### src/rtl/eic_pkg.sv
package eic_pkg;
  typedef enum logic [1:0] {
    SNS_LOW  = 2'b00,
    SNS_ANY  = 2'b01,
    SNS_FALL = 2'b10,
    SNS_RISE = 2'b11
  } sense_e;

  localparam logic REG_MASK = 1'b0;
  localparam logic REG_FLAG = 1'b1;
endpackage

### src/rtl/eic_sync.sv
module eic_sync #(
  parameter int   W       = 3,
  parameter logic RST_VAL = 1'b1
) (
  input  logic         clk,
  input  logic         rst_n,
  input  logic [W-1:0] d_i,
  output logic [W-1:0] q_o,
  output logic [W-1:0] prev_o
);
  logic [W-1:0] meta_q, q_q, prev_q;

  always_ff @(posedge clk or negedge rst_n) begin
    if (!rst_n) begin
      meta_q <= {W{RST_VAL}};
      q_q    <= {W{RST_VAL}};
      prev_q <= {W{RST_VAL}};
    end else begin
      meta_q <= d_i;
      q_q    <= meta_q;
      prev_q <= q_q;
    end
  end

  assign q_o    = q_q;
  assign prev_o = prev_q;
endmodule

### src/rtl/eic_detect.sv
module eic_detect
  import eic_pkg::*;
#(
  parameter int NCH = 3
) (
  input  logic [2*NCH-1:0] sense_i,
  input  logic [NCH-1:0]   cur_i,
  input  logic [NCH-1:0]   prev_i,
  output logic [NCH-1:0]   hit_o,
  output logic [NCH-1:0]   lvl_o
);
  for (genvar i = 0; i < NCH; i++) begin : g_ch
    sense_e mode;
    logic   rise, fall;
    assign mode = sense_e'(sense_i[2*i +: 2]);
    assign rise = cur_i[i] & ~prev_i[i];
    assign fall = ~cur_i[i] & prev_i[i];

    always_comb begin
      hit_o[i] = 1'b0;
      lvl_o[i] = 1'b0;
      unique case (mode)
        SNS_LOW:  lvl_o[i] = 1'b1;
        SNS_ANY:  hit_o[i] = rise | fall;
        SNS_FALL: hit_o[i] = fall;
        SNS_RISE: hit_o[i] = rise;
        default:  hit_o[i] = 1'b0;
      endcase
    end
  end
endmodule

### src/rtl/eic_regs.sv
module eic_regs
  import eic_pkg::*;
#(
  parameter int NCH = 3,
  parameter int DW  = 8
) (
  input  logic           clk,
  input  logic           rst_n,
  input  logic           we_i,
  input  logic           addr_i,
  input  logic [DW-1:0]  wdata_i,
  input  logic [NCH-1:0] hit_i,
  input  logic [NCH-1:0] lvl_i,
  input  logic [NCH-1:0] ack_i,
  output logic [DW-1:0]  mask_o,
  output logic [DW-1:0]  flag_o,
  output logic [DW-1:0]  rdata_o
);
  localparam int SPARE = DW - NCH;

  logic             wr_mask, wr_flag;
  logic [DW-1:0]    mask_q;
  logic [NCH-1:0]   chan_q, chan_nxt, chan_vis;
  logic [SPARE-1:0] spare_q;

  assign wr_mask = we_i & (addr_i == REG_MASK);
  assign wr_flag = we_i & (addr_i == REG_FLAG);

  always_ff @(posedge clk or negedge rst_n) begin
    if (!rst_n)       mask_q <= '0;
    else if (wr_mask) mask_q <= wdata_i;
  end

  always_ff @(posedge clk or negedge rst_n) begin
    if (!rst_n)       spare_q <= '0;
    else if (wr_flag) spare_q <= wdata_i[DW-1:NCH];
  end

  // Priority per channel: level mode forces clear, then set, then clear.
  always_comb begin
    for (int i = 0; i < NCH; i++) begin
      if (lvl_i[i])                               chan_nxt[i] = 1'b0;
      else if (hit_i[i])                          chan_nxt[i] = 1'b1;
      else if (ack_i[i] | (wr_flag & wdata_i[i])) chan_nxt[i] = 1'b0;
      else                                        chan_nxt[i] = chan_q[i];
    end
  end

  always_ff @(posedge clk or negedge rst_n) begin
    if (!rst_n) chan_q <= '0;
    else        chan_q <= chan_nxt;
  end

  // Mask the stored bit so a newly selected level mode reads zero at once.
  assign chan_vis = chan_q & ~lvl_i;
  assign mask_o   = mask_q;
  assign flag_o   = {spare_q, chan_vis};
  assign rdata_o  = (addr_i == REG_FLAG) ? flag_o : mask_q;
endmodule

### src/rtl/ext_irq_ctrl.sv
module ext_irq_ctrl #(
  parameter int NCH = 3,
  parameter int DW  = 8
) (
  input  logic           clk,
  input  logic           rst_n,
  input  logic [NCH-1:0] pin_i,
  input  logic [2*NCH-1:0] sense_i,
  input  logic           gie_i,
  input  logic [NCH-1:0] ack_i,
  input  logic           reg_we_i,
  input  logic           reg_addr_i,
  input  logic [DW-1:0]  reg_wdata_i,
  output logic [DW-1:0]  reg_rdata_o,
  output logic [NCH-1:0] irq_o
);
  logic [NCH-1:0] pin_s, pin_p, hit, lvl;
  logic [DW-1:0]  mask_q, flag_q;

  eic_sync #(.W(NCH), .RST_VAL(1'b1)) u_sync (
    .clk(clk), .rst_n(rst_n), .d_i(pin_i), .q_o(pin_s), .prev_o(pin_p)
  );

  eic_detect #(.NCH(NCH)) u_det (
    .sense_i(sense_i), .cur_i(pin_s), .prev_i(pin_p), .hit_o(hit), .lvl_o(lvl)
  );

  eic_regs #(.NCH(NCH), .DW(DW)) u_regs (
    .clk(clk), .rst_n(rst_n), .we_i(reg_we_i), .addr_i(reg_addr_i),
    .wdata_i(reg_wdata_i), .hit_i(hit), .lvl_i(lvl), .ack_i(ack_i),
    .mask_o(mask_q), .flag_o(flag_q), .rdata_o(reg_rdata_o)
  );

  for (genvar i = 0; i < NCH; i++) begin : g_req
    logic src;
    assign src      = lvl[i] ? ~pin_s[i] : flag_q[i];
    assign irq_o[i] = gie_i & mask_q[i] & src;
  end
endmodule

### config.mk
export PLATFORM = sky130hd
export DESIGN_NAME = ext_irq_ctrl
export DESIGN_NICKNAME = d
export VERILOG_FILES = /design/src/rtl/eic_pkg.sv /design/src/rtl/eic_sync.sv /design/src/rtl/eic_detect.sv /design/src/rtl/eic_regs.sv /design/src/rtl/ext_irq_ctrl.sv
export SDC_FILE = /design/constraint.sdc
export NUM_CORES = 1
export LEC_CHECK = 0
export BUFFER_PORTS_ARGS = -buffer_cell sky130_fd_sc_hd__buf_2
export CAP_MARGIN = 40
export CORE_MARGIN = 2
export CORE_UTILIZATION = 51
export DETAILED_ROUTE_END_ITERATION = 7
export PLACE_DENSITY = 0.89
export SYNTH_ARGS = -nofsm -noshare
export SYNTH_HDL_FRONTEND = slang
export SYNTH_HIERARCHICAL = 1
export SYNTH_SLANG_ARGS = --single-unit
### constraint.sdc
create_clock -name clk -period 2 [get_ports clk]
set_input_delay 0.3 -clock clk [delete_from_list [all_inputs] [get_ports clk]]
set_output_delay 0.3 -clock clk [all_outputs]
set_load 0.005 [all_outputs]
After elaboration in Yosys (flattened, before gate mapping). Index checks and enable logic that the tools add are counted.

Flip-flop bits (word level): 25. Latch bits: 0. Memory bits (writable): 0. Memory bits (read-only): 0. Bits of input ports: 25. Word-level logic and storage cells: 74. Memories kept: 0.

$add $sub $neg: 0. $mul: 0. Div/mod/pow operators: 0. Order comparisons: 0. Equality and inequality tests: 9. Shift operators: 0. Mux-type cells: 19. Bitwise gates (word level): 32. Reduce and logical (&&, ||, !) cells: 6.

Operators with widths (count): 1-bit bitwise AND (17); 1-bit two-way mux (15); 2-bit equality test, second input constant (6); 1-bit case mux with 3 select lines (3); 3-bit nonzero test (3); 8-bit two-way mux (1); 1-bit inverter (7); 2-bit by 1-bit equality test with 1-bit output, second input constant (3); 2-bit logical NOT (3); 1-bit bitwise OR (6); 3-bit bitwise AND (1); 3-bit inverter (1).

Logic depth before layout (Yosys ltp).
Depth in word-level cells: 6. Gate-level depth with buffers: 6.

Modules after synthesis. The synthesis kept the hierarchy.

By module, submodules not included: eic_regs (instances 1, cells an instance 56, area each 810.8 um^2); eic_sync (instances 1, cells an instance 9, area each 236.5 um^2); eic_detect (instances 1, cells an instance 26, area each 190.2 um^2); ext_irq_ctrl (instances 1, cells an instance 10, area each 61.3 um^2).

Least setup slack after synthesis. Ideal clock, no wire load.

Path type: register to register. Start point: register u_sync.q_q[0] (netlist: u_sync/q_o[0]). End point: register u_regs.chan_q[0]. Setup time: 0.133 ns. Arrival time: 1.555 ns. Setup slack: 0.312 ns. Cell stages (with the launch flop): 7. Buffers on the path: 0. Clock period less this slack: 1.688 ns. Path through: dfstp_2 > inv_1 > ha_1 > mux2_1 > a22o_1 > and4b_2 > a211oi_2.

Cells in the longest elaborated chain, start to end: 6. Elaborated cells on any way between the ends: 8.

RTL lines: start, declared (RTL line eic_sync.sv:11) `logic [W-1:0] meta_q, q_q, prev_q;`; start signal, assigned (RTL line eic_sync.sv:16) `q_q <= {W{RST_VAL}};`; start signal, assigned (RTL line eic_sync.sv:20) `q_q <= meta_q;`; 1-bit inverter (RTL line eic_detect.sv:17) `assign fall = ~cur_i[i] & prev_i[i];`; 1-bit bitwise AND (RTL line eic_detect.sv:17); 1-bit bitwise OR (RTL line eic_detect.sv:24) `SNS_ANY: hit_o[i] = rise | fall;`; 1-bit case mux with 3 select lines * (RTL line eic_detect.sv:22) `unique case (mode)`; via hit[0] (RTL line ext_irq_ctrl.sv:17) `logic [NCH-1:0] pin_s, pin_p, hit, lvl;`; 1-bit two-way mux (RTL line eic_regs.sv:43) `else if (hit_i[i]) chan_nxt[i] = 1'b1;`; 1-bit two-way mux (RTL line eic_regs.sv:42) `if (lvl_i[i]) chan_nxt[i] = 1'b0;`; end signal, assigned (RTL line eic_regs.sv:51) `else chan_q <= chan_nxt;`; end, declared (RTL line eic_regs.sv:23) `logic [NCH-1:0] chan_q, chan_nxt, chan_vis;`.

Mark *: on every way through the listed nets, which the timed path passes. The rest lies on a longest branch. A chain may end at the register's enable or synchronous reset.

Worst setup path in the final report. Same ends and word-level chain as after synthesis.

==> impl_metrics.ini <==
[logic_synthesis]
synth_top_cell_area_share = 0.308
syn-num-nets = 132
synth_ff_type = dfrtp_1
netlist_top_cells_count = dfrtp_1 (16), mux2_2 (13), dfstp_2 (9), inv_1 (9), nand2b_1 (9)
syn_inst = 101
synth_most_common_cell = dfrtp_1
synth.avg_cell_area_um2 = 12.9
ys_top_cells_by_area = dfrtp_1 (31%), dfstp_2 (18%), mux2_2 (11%)
synth_warnings = 6
synth_top_cell_by_area = dfrtp_1
async_flop_share = 1.00
synthesis.area_um2 = 1300
synth_edf_count = 0
ys_ff_latch = 25
yosysSeqAreaShare = 0.490
synth.distinct_cells = 20

[timing]
clock.fmax_mhz = 561
slew_headroom = 0.598
max_slew.worst_pin.slew_ps = 601
fin_crit_sh = 0.891
drv_slew = 0
grt_setup_unrepaired = false
setup_tns_ps = 0
finalCriticalPeriod_ps = 1780
whs_ps = 75.2
setup_viol = 0
fin_skew_ps = 7.61
hold_viol = 0

[drt]
vias = 875
ant_nets = 0
vias_per_cell = 5.18
drtIter0Drc = 5
drt-wirelength-per-cell_um = 14.8
drtPass1Iterations = 4
drc_errors = 0
routed_wl_um = 2500

[run_status]
outcome = complete, no violations

[worst_setup_path]
cp.arrival_ps = 1980
crit_chain = inv_1 -> ha_1 -> mux2_1 -> a22o_1 -> and4b_2 -> a211oi_2
crit_type = reg -> reg
r2r_start = u_sync/q_o[0]$_DFF_PN1_
crit_path_max_fanout = 4
r2r_end = u_regs/chan_q[0]$_DFFE_PN0P_
required_ps = 2200
r2r_cells = 6
startpoint_type = flip-flop
crit_end = u_regs/chan_q[0]$_DFFE_PN0P_
reg2reg_slack_ps = 220
slowest_delay_ps = 580
cp_slowest_cell = dfstp_2
crit_start = u_sync/q_o[0]$_DFF_PN1_
worst_setup_path_end_kind = flip-flop

[global_route]
antenna_found_initial = 0
grt_pass1_vias = 905
grt_pass1_wl_um = 4030
gr-total-overflow = 0
grt_use_total = 0.191
grt_max_degree = 26

[floorplan]
die_y_um = 54.5
rows = 18
num_io_pins = 36
die_w_um = 54.5
die-area_um2 = 2970
start_util = 0.529
core_um2 = 2450

[power_and_ir_drop]
power.density_nw_per_um2 = 687
leakage_nw = 0.743
peakVddDrop_mv = 0.542

[place]
place_congestion = 0.779
dp_hpwl_um = 1920
io_buffers = 35
place_inst = 164

[cells_and_area]
utilization = 0.621
fillers = 200
finalNetCount = 171
syn2layout_area_growth_pct = 17.4
instances_no_fill = 169
drive_above_1_share = 0.532
antenna_cells = 0

[flow_run]
cap_violations = 0

[clock_network]
worstSkewPairLatency_ps = 300
htree_levels = 1
cts_tree = built
clkSinkCount = 25
cts-root-buf = clkbuf_4
cts_inserted_buffers = 3
postCtsResizedCells = 0
cts_buffer_depth = 2
clkTransAtPathRegs_ps = 130
post_cts_buffers = 0

[hold_path]
hold_path.class = in -> reg
min_from = pin_i[0]
-- layout by cell type (no fill, tap or decap) --
cell / Yosys / final
nor2b_2: 1 / 1
nor2_1: 6 / 6
clkbuf_1: 0 / 1
a22o_1: 1 / 1
mux2_1: 1 / 1
a32o_1: 2 / 2
mux2_4: 8 / 8
dfstp_2: 9 / 9
ha_1: 6 / 6
and4b_1: 1 / 1
clkbuf_4: 0 / 3
dlygate4sd3_1: 0 / 1
a211oi_1: 2 / 2
a211oi_2: 3 / 3
inv_1: 9 / 9
dfrtp_1: 16 / 16
nand2_1: 4 / 4
nand2b_1: 9 / 9
a21oi_1: 1 / 1
buf_2: 0 / 35
and4b_2: 2 / 2
nor2b_1: 5 / 5
mux2_2: 13 / 13
-- state kept, by name, summed over array words and instances (netlist names) --
name,flops
u_regs/chan_q,3
u_regs/spare_q,5
u_sync/prev_o,3
u_sync/meta_q,3
u_sync/q_o,3
u_regs/mask_o,8
-- cell families (layout without fill, tap and decap cells) --
family / Yosys count / after routing / share of synthesized area
flops: 25 / 25 / 0.490
simple gates: 28 / 28 / 0.128
compound gates: 9 / 9 / 0.0665
mux: 22 / 22 / 0.214
buf+inv: 11 / 49 / 0.0433
fa+ha+maj: 6 / 6 / 0.0578
-- per-stage QoR --
step	cell area (µm²)	total power, mW	setup WS [ps]
after floorplan	1300	0.746	312
after detailed placement	1490	0.842	248
after CTS	1530	1.06	231
after global placement	1490	0.824	298
final	1530	1.05	217
after global routing	1530	1.11	156
-- timing repair --
action	4_1_cts	5_1_grt
hold buffers	1	0
endpoints found under the setup margin	0	0
hold endpoints to repair	16	0
-- per-layer routing --
layer  global-route usage  part of all wire  up-vias
met2                0.349              0.54       23
met3               0.0219             0.044        2
li1                     -                 -      422
met5                    0                 0        -
met1                0.231              0.41      428
met4               0.0625            0.0048        0
-- area by class of cell --
class,instances,area [µm²],share of cell area
clock buffer,4,26.3,0.0172
multi-input combinational,65,606,0.397
tap,30,37.5,0.0246
inverter,9,33.8,0.0221
sequential,25,637,0.418
timing repair buffer,36,185,0.121
-- where the power goes --
part / leakage [nW] / switching [mW] / internal [mW]
Clock: 0.0150 / 0.136 / 0.0777
Combinational: 0.442 / 0.0965 / 0.137
Sequential: 0.286 / 0.0335 / 0.568
Total: 0.743 / 0.266 / 0.782
-- worst max-delay path: cells and delay by family, from the launching register on --
kind / cells / cell delay, ps
multiplexers: 1 / 280
adder cells (fa/ha/maj): 1 / 180
flip-flops: 1 / 580
AND/OR/NAND/NOR: 1 / 280
buffers and inverters: 1 / 50
AO/OA/AOI/OAI: 2 / 300
-- worst min path at each step --
stage | to | cells after the start | slack, ps
after floorplan | u_regs/chan_q[0]$_DFFE_PN0P_ | 0 | 4
final | u_sync/meta_q[0]$_DFF_PN1_ | 1 | 80
after global placement | u_regs/spare_q[4]$_DFFE_PN0N_ | 1 | 300
after detailed placement | u_regs/spare_q[4]$_DFFE_PN0N_ | 1 | 310
after CTS | u_sync/meta_q[0]$_DFF_PN1_ | 1 | 60
after global routing | u_sync/meta_q[0]$_DFF_PN1_ | 1 | 50
Power figures use the tool's default switching activity.
